File: config.mk
export PLATFORM = sky130hd
export DESIGN_NAME = wbt_status_top
export DESIGN_NICKNAME = d
export VERILOG_FILES = /design/src/rtl/wbt_pkg.sv /design/src/rtl/wbt_write_gate.sv /design/src/rtl/wbt_cycle_timer.sv /design/src/rtl/wbt_toggle_track.sv /design/src/rtl/wbt_dq_mux.sv /design/src/rtl/wbt_status_top.sv
export SDC_FILE = /design/constraint.sdc
export NUM_CORES = 1
export LEC_CHECK = 0
export BUFFER_PORTS_ARGS = -buffer_cell sky130_fd_sc_hd__buf_2
export CORE_UTILIZATION = 50
export CTS_CLUSTER_DIAMETER = 150
export DETAILED_ROUTE_END_ITERATION = 8
export PLACE_DENSITY_LB_ADDON = 0.15
export SETUP_SLACK_MARGIN = 0.15
export SLEW_MARGIN = 30
export SYNTH_ARGS = -nofsm -noshare
export SYNTH_HDL_FRONTEND = slang
export SYNTH_SLANG_ARGS = --single-unit
File: constraint.sdc
create_clock -name clk_i -period 2 [get_ports clk_i]
set_input_delay 0.1 -clock clk_i [delete_from_list [all_inputs] [get_ports clk_i]]
set_output_delay 0.1 -clock clk_i [all_outputs]
set_load 0.02 [all_outputs]
File: src/rtl/wbt_pkg.sv
package wbt_pkg;

    // Outcome of a write request as seen by the write gate
    typedef enum logic [1:0] {
        WR_NONE      = 2'd0,
        WR_COMMIT    = 2'd1,
        WR_POLL_ONLY = 2'd2
    } wr_kind_e;

    // Read-access tracker state
    typedef struct packed {
        logic act;   // a read access was active last cycle
        logic tog;   // current toggle status bit
    } rd_state_t;

endpackage

File: src/rtl/wbt_write_gate.sv
module wbt_write_gate
    import wbt_pkg::*;
(
    input  logic     req_i,
    input  logic     busy_i,
    input  logic     prot_on_i,
    input  logic     unlock_ok_i,
    output wr_kind_e kind_o
);

    always_comb begin
        kind_o = WR_NONE;
        if (req_i && !busy_i) begin
            if (prot_on_i && !unlock_ok_i) begin
                kind_o = WR_POLL_ONLY;
            end else begin
                kind_o = WR_COMMIT;
            end
        end
    end

endmodule

File: src/rtl/wbt_cycle_timer.sv
module wbt_cycle_timer #(
    parameter int unsigned TWC_CYCLES = 2500
) (
    input  logic clk_i,
    input  logic rst_ni,
    input  logic start_i,
    input  logic keep_i,
    input  logic poll_bit_i,
    output logic busy_o,
    output logic commit_o,
    output logic poll_inv_o
);

    localparam int unsigned CW = (TWC_CYCLES < 2) ? 1 : $clog2(TWC_CYCLES);

    typedef struct packed {
        logic          busy;
        logic          keep;
        logic          inv;
        logic [CW-1:0] cnt;
    } tmr_state_t;

    tmr_state_t tmr_d, tmr_q;

    always_comb begin
        tmr_d = tmr_q;
        if (tmr_q.busy) begin
            if (tmr_q.cnt == '0) begin
                tmr_d.busy = 1'b0;
                tmr_d.keep = 1'b0;
            end else begin
                tmr_d.cnt = tmr_q.cnt - 1'b1;
            end
        end
        if (start_i) begin
            tmr_d.busy = 1'b1;
            tmr_d.keep = keep_i;
            tmr_d.inv  = ~poll_bit_i;
            tmr_d.cnt  = CW'(TWC_CYCLES - 1);
        end
    end

    always_ff @(posedge clk_i or negedge rst_ni) begin
        if (!rst_ni) begin
            tmr_q <= '0;
        end else begin
            tmr_q <= tmr_d;
        end
    end

    assign busy_o     = tmr_q.busy;
    assign commit_o   = tmr_q.busy && tmr_q.keep && (tmr_q.cnt == '0);
    assign poll_inv_o = tmr_q.inv;

endmodule

File: src/rtl/wbt_toggle_track.sv
module wbt_toggle_track
    import wbt_pkg::*;
(
    input  logic clk_i,
    input  logic rst_ni,
    input  logic ce_n_i,
    input  logic oe_n_i,
    input  logic busy_i,
    input  logic restart_i,
    output logic rd_en_o,
    output logic tog_o
);

    rd_state_t rd_d, rd_q;
    logic      rd_now;

    assign rd_now = !ce_n_i && !oe_n_i;

    always_comb begin
        rd_d     = rd_q;
        rd_d.act = rd_now;
        if (restart_i) begin
            rd_d.tog = 1'b0;
        end else if (busy_i && rd_q.act && !rd_now) begin
            rd_d.tog = ~rd_q.tog;
        end
    end

    always_ff @(posedge clk_i or negedge rst_ni) begin
        if (!rst_ni) begin
            rd_q <= '0;
        end else begin
            rd_q <= rd_d;
        end
    end

    assign rd_en_o = rd_now;
    assign tog_o   = rd_q.tog;

endmodule

File: src/rtl/wbt_dq_mux.sv
module wbt_dq_mux #(
    parameter int unsigned DW       = 8,
    parameter int unsigned TOG_BIT  = 6,
    parameter int unsigned POLL_BIT = 7
) (
    input  logic          rd_en_i,
    input  logic          busy_i,
    input  logic          tog_i,
    input  logic          poll_inv_i,
    input  logic [DW-1:0] stored_i,
    output logic [DW-1:0] dq_o
);

    for (genvar b = 0; b < DW; b++) begin : g_bit
        logic status_v;
        if (b == TOG_BIT) begin : g_tog
            assign status_v = tog_i;
        end else if (b == POLL_BIT) begin : g_poll
            assign status_v = poll_inv_i;
        end else begin : g_pass
            assign status_v = stored_i[b];
        end
        always_comb begin
            if (!rd_en_i) begin
                dq_o[b] = 1'b0;
            end else if (busy_i) begin
                dq_o[b] = status_v;
            end else begin
                dq_o[b] = stored_i[b];
            end
        end
    end

endmodule

File: src/rtl/wbt_status_top.sv
module wbt_status_top
    import wbt_pkg::*;
#(
    parameter int unsigned DW         = 8,
    parameter int unsigned TOG_BIT    = 6,
    parameter int unsigned POLL_BIT   = 7,
    parameter int unsigned TWC_CYCLES = 2500
) (
    input  logic          clk_i,
    input  logic          rst_ni,
    input  logic          ce_n_i,
    input  logic          oe_n_i,
    input  logic          wr_req_i,
    input  logic          wr_poll_bit_i,
    input  logic          prot_on_i,
    input  logic          unlock_ok_i,
    input  logic [DW-1:0] stored_i,
    output logic [DW-1:0] dq_o,
    output logic          dq_oe_o,
    output logic          busy_o,
    output logic          commit_o
);

    wr_kind_e kind;
    logic     start;
    logic     busy;
    logic     tog;
    logic     poll_inv;
    logic     rd_en;

    assign start = (kind != WR_NONE);

    wbt_write_gate u_gate (
        .req_i       (wr_req_i),
        .busy_i      (busy),
        .prot_on_i   (prot_on_i),
        .unlock_ok_i (unlock_ok_i),
        .kind_o      (kind)
    );

    wbt_cycle_timer #(
        .TWC_CYCLES (TWC_CYCLES)
    ) u_timer (
        .clk_i      (clk_i),
        .rst_ni     (rst_ni),
        .start_i    (start),
        .keep_i     (kind == WR_COMMIT),
        .poll_bit_i (wr_poll_bit_i),
        .busy_o     (busy),
        .commit_o   (commit_o),
        .poll_inv_o (poll_inv)
    );

    wbt_toggle_track u_track (
        .clk_i     (clk_i),
        .rst_ni    (rst_ni),
        .ce_n_i    (ce_n_i),
        .oe_n_i    (oe_n_i),
        .busy_i    (busy),
        .restart_i (start),
        .rd_en_o   (rd_en),
        .tog_o     (tog)
    );

    wbt_dq_mux #(
        .DW       (DW),
        .TOG_BIT  (TOG_BIT),
        .POLL_BIT (POLL_BIT)
    ) u_mux (
        .rd_en_i    (rd_en),
        .busy_i     (busy),
        .tog_i      (tog),
        .poll_inv_i (poll_inv),
        .stored_i   (stored_i),
        .dq_o       (dq_o)
    );

    assign dq_oe_o = rd_en;
    assign busy_o  = busy;

endmodule

# Word-level counts from Yosys, hierarchy flattened
# Cells that the tools add are included.
# word_totals
register_bits	17
in_bits	16
elab_cells	49
# op_classes
add_sub_neg	1
n_eq_ne	2
mux	19
bitwise_logic	2
reduce_logical	19
# ops
operator	count
$mux 12	2
$mux 15	1
$logic_not 12->1	1
$mux 1	12
$sub 12x1->12 const B	1
$mux 2	4
$reduce_bool 2->1	4
$logic_and 1x1->1	7
$logic_not 1->1	5
$reduce_and 2->1	2
$eq 2x1->1 const B	1
$ne 2x2->1 const B	1
$not 1->1	2

# Depth between registers and ports, before layout
# depth
depth_word	7
depth_mapped	6
mapped_depth_nobuf	6

# By module
# A second synthesis with hierarchy kept.
# unflattened
hier_cells	104
area_unflattened_um2	1039.7
# by_module_without_submodules
mod	n_inst	cells_per_inst	area_each_um2
wbt_cycle_timer	1	82	827.0
wbt_toggle_track	1	7	92.6
wbt_dq_mux	1	10	70.1
wbt_write_gate	1	3	35.0
wbt_status_top	1	2	15.0

# Least setup slack after synthesis
# No wires, ideal clock.
# synth_timing
path_type	register to register
startpoint	register u_timer.tmr_q[0] (netlist name)
endpoint	register u_timer.tmr_q[3] (netlist name)
setup_ns	0.126
arrival_time_ns	1.695
required_time_ns	1.874
setup_slack_ns	0.179
path_stages_with_launch	6
path_buffers	0
synth_period_minus_slack_ns	1.821
path_cell_list	dfrtp_1 > inv_1 > ha_1 > or4b_4 > o31a_1 > a221o_1
# synth_between
elab_chain_cells	4
word_cells_on_any_way	7
cone_classes	1 x add/sub; 1 x eq/ne; 3 x mux; 2 x reduce/logical
# synth_rtl
element	line_no	text
start: declaration	wbt_cycle_timer.sv:23	tmr_state_t tmr_d, tmr_q;
start signal: assignment	wbt_cycle_timer.sv:47	tmr_q <= tmr_d;
$sub 12x1->12	wbt_cycle_timer.sv:32	tmr_d.cnt = tmr_q.cnt - 1'b1;
$mux 12	wbt_cycle_timer.sv:28	if (tmr_q.cnt == '0) begin
$mux 12	wbt_cycle_timer.sv:27	if (tmr_q.busy) begin
$mux 15	wbt_cycle_timer.sv:35	if (start_i) begin
# Parallel ways exist; a longest one is shown, timed or not. The select of a mux whose other input is x is not followed.
# A chain may end at the register's enable or synchronous reset.

# Worst setup path after layout
# layout_timing
startpoint	register u_timer.tmr_q[5] (netlist name)
endpoint	output port commit_o
# layout_between
elab_chain_cells	2
# layout_rtl
element	line_no	text
$logic_not 12->1	wbt_cycle_timer.sv:52	assign commit_o = tmr_q.busy && tmr_q.keep && (tmr_q.cnt == '0);
$logic_and 1x1->1	wbt_cycle_timer.sv:52	
end: declaration	wbt_status_top.sv:21	output logic commit_o
# Every way passes these cells.

==> results.toml <==
[status]
status = "completed"

[clocking]
cts_buffer_depth = 2
clock_sinks = 17
root_buffer = "clkbuf_4"
clk_pin_slew_ns = 0.10
clkLatencyLatePin_ns = 0.29
h-tree-depth = 1
cts_tree = "built"
numCtsBuffers = 3

[global_route]
grt_overflow = 0
grt_pass1_vias = 953
grt_first_pass_wirelength_mm = 3.91
track_usage_pct = 25.1
antenna_found_initial = 0
grt_max_degree = 19

[sta]
slew_violations = 0
layout_setup_ws_ns = 0.142
totalNegativeSetupSlack_ns = 0
tightestPinTransition_ns = 0.443
fmax_mhz = 538
report.final.hold_viol_count = 0
hold_ws_ns = 0.0606
max-slew-margin-rel_pct = 70.2
rsz0062_at_grt = "yes"
period_share_pct = 92.9
setup_viol = 0
fin_crit_ns = 1.86
finClkSkew_ns = 0.00387

[floorplanning]
initial_core_util_pct = 56.1
rows = 15
die-height_um = 47.0
dieArea_sq_mm = 0.00221
coreArea_sq_mm = 0.00180
ioPinCount = 27
die_x_um = 47.0

[synth]
synth_area_leaders = "dfrtp_1, and2_1, mux2i_1"
synth-seq-area-share_pct = 42.1
yosysUniqueCellTypes = 40
ys_ff_latch = 17
ys_warn_count = 0
synthCells = 103
synth_flop_cell = "dfrtp_1"
avgSynthCellArea_sq_um = 9.82
synth_top_area_cell = "dfrtp_1"
async_reset_ff_share_pct = 100
synth_nets = 121
synth.cell_area_sq_mm = 0.00101
synth-edff-count = 0
netlist.area_leader.share_pct = 42.1

[final_layout]
diodes = 0
final_area_sq_mm = 0.00135
finish.net_count = 166
layout-area-overhead-vs-synth_pct = 33.9
final_util_pct = 75.1
layout-drive-gt1-share_pct = 39.5

[power_and_ir_drop]
power_density_mw_per_mm2 = 974
ir_drop_mv = 0.634
p_leak_nw = 0.621

[setup_path]
endpoint_kind = "primary output"
critPathLaunchType = "register"
critical_path.max_fanout = 6
critPathKind = "register to primary output"
cp.arrival_ns = 1.76
critical_path_required_ns = 1.90

[route]
avgRoutedWirePerCell_um = 14.6
routed_wl_mm = 2.51
vias_per_cell = 5.70
post-route-drc-count = 0
dr_total_vias = 981
drtIter0Drc = 11
postRouteAntennaNets = 0
dr.pass1.iters = 4

[placed_design]
gp_congestion = 0.906
place_area_sq_mm = 0.00123
hpwl_mm = 1.89
dp_slack_ns = 0.160
numPortBuffers = 26

[min_path]
holdCritPathClass = "input pin to register"

[flow_run]
drv_cap = 0
## cell usage after synthesis, types with 2 or more instances
cell type  number
dfrtp_1        17
and2_1          6
nand2_1         6
nor3_1          6
o21ai_0         6
nor2_1          5
inv_1           4
nand3_1         4
a21oi_1         3
mux2i_1         3
nand2b_1        3
or3_1           3
a22o_1          2
a31oi_1         2
ha_1            2
nand3b_1        2
nand4_1         2
nor2b_1         2
nor4_1          2
o21ai_1         2
xnor2_1         2
## power breakdown
| part | leakage (nW) | switching [mW] | internal (mW) |
|---|---|---|---|
| Clock | 0.0150 | 0.112 | 0.0776 |
| Combinational | 0.410 | 0.290 | 0.295 |
| Sequential | 0.195 | 0.0995 | 0.445 |
| Total | 0.621 | 0.501 | 0.818 |
## sequential cells by signal (all words and copies together) (netlist names)
register            flops
u_timer.tmr_q          13
u_timer.busy_o          1
u_timer.poll_inv_o      1
u_track.rd_q            1
u_track.tog_o           1
## logic make-up after synthesis
logic type / Yosys count / synth area share [%]
XOR/XNOR: 2 / 1.73
adder cells (fa/ha/maj): 2 / 2.47
flip-flops: 17 / 42.1
AO/OA/AOI/OAI: 25 / 18.1
AND/OR/NAND/NOR: 47 / 29.0
multiplexers: 4 / 4.08
buffers and inverters: 6 / 2.60
## critical path, cell delays in order (launching register included)
cell     delay [ns]
dfrtp_1        0.40
buf_4          0.16
nor4_2         0.25
buf_4          0.20
nand2_1        0.08
nor3_1         0.20
buf_4          0.17
## placed cells by master (no fill, tap or decap), types with 2 or more instances in the layout
master	instances
xnor2_1	2
nor2b_1	2
mux2i_1	3
dfrtp_1	16
nand2b_1	3
dlygate4sd3_1	2
a21oi_1	2
nor3_1	5
nand3_1	4
buf_4	15
inv_1	2
or3_1	3
and2_1	6
nand3b_1	2
a31oi_1	2
clkbuf_4	3
nor2_1	5
a22o_1	2
inv_2	2
nand2_1	6
buf_2	25
nand4_1	2
o21ai_0	6
o21ai_1	2
## stage by stage
| stage | cells | power (mW) |
|---|---|---|
| after floorplan | 103 | 0.846 |
| after global placement | 161 | 1.03 |
| after detailed placement | 161 | 1.04 |
| after CTS | 168 | 1.24 |
| after global routing | 172 | 1.41 |
| final | 172 | 1.32 |
## layout make-up
type / count / area, sq um
clock buffers: 4 / 26.3
fillers: 134 / 448
inverters: 4 / 15.0
multi-input cells: 80 / 597
flip-flops and latches: 17 / 427
well taps: 25 / 31.3
repair buffers: 42 / 258
## layer usage
layer,up-vias,track usage (%),routed length [um]
li1,476,-,-
met1,459,30.1,1120
met2,40,46.7,1240
met3,6,2.69,106
met4,0,8.00,46
met5,-,0,0
## path summary, 6_finish.rpt
check / slack [ns] / endpoint / cells after the start / startpoint
hold / removal: 0.06 / u_track.rd_q[1] / 2 / ce_n_i
hold reg to reg: 0.53 / u_timer.poll_inv_o / 2 / u_timer.poll_inv_o
setup / recovery: 0.14 / commit_o / 6 / u_timer.tmr_q[5]
setup reg to reg: 0.16 / u_timer.tmr_q[3] / 5 / u_timer.tmr_q[0]
max in group asynchronous: 1.45 / u_timer.tmr_q[6] / 2 / rst_ni
min in group asynchronous: 0.26 / u_timer.tmr_q[5] / 2 / rst_ni
## repair_timing
item / in CTS / in global routing
hold buffers: 2 / 0
setup endpoints to repair: 2 / 8
pin swaps: 0 / 3
resized for setup: 0 / 11
hold endpoints to repair: 18 / 0
buffers inserted: 1 / 4
(Power assumes the default switching activity.)
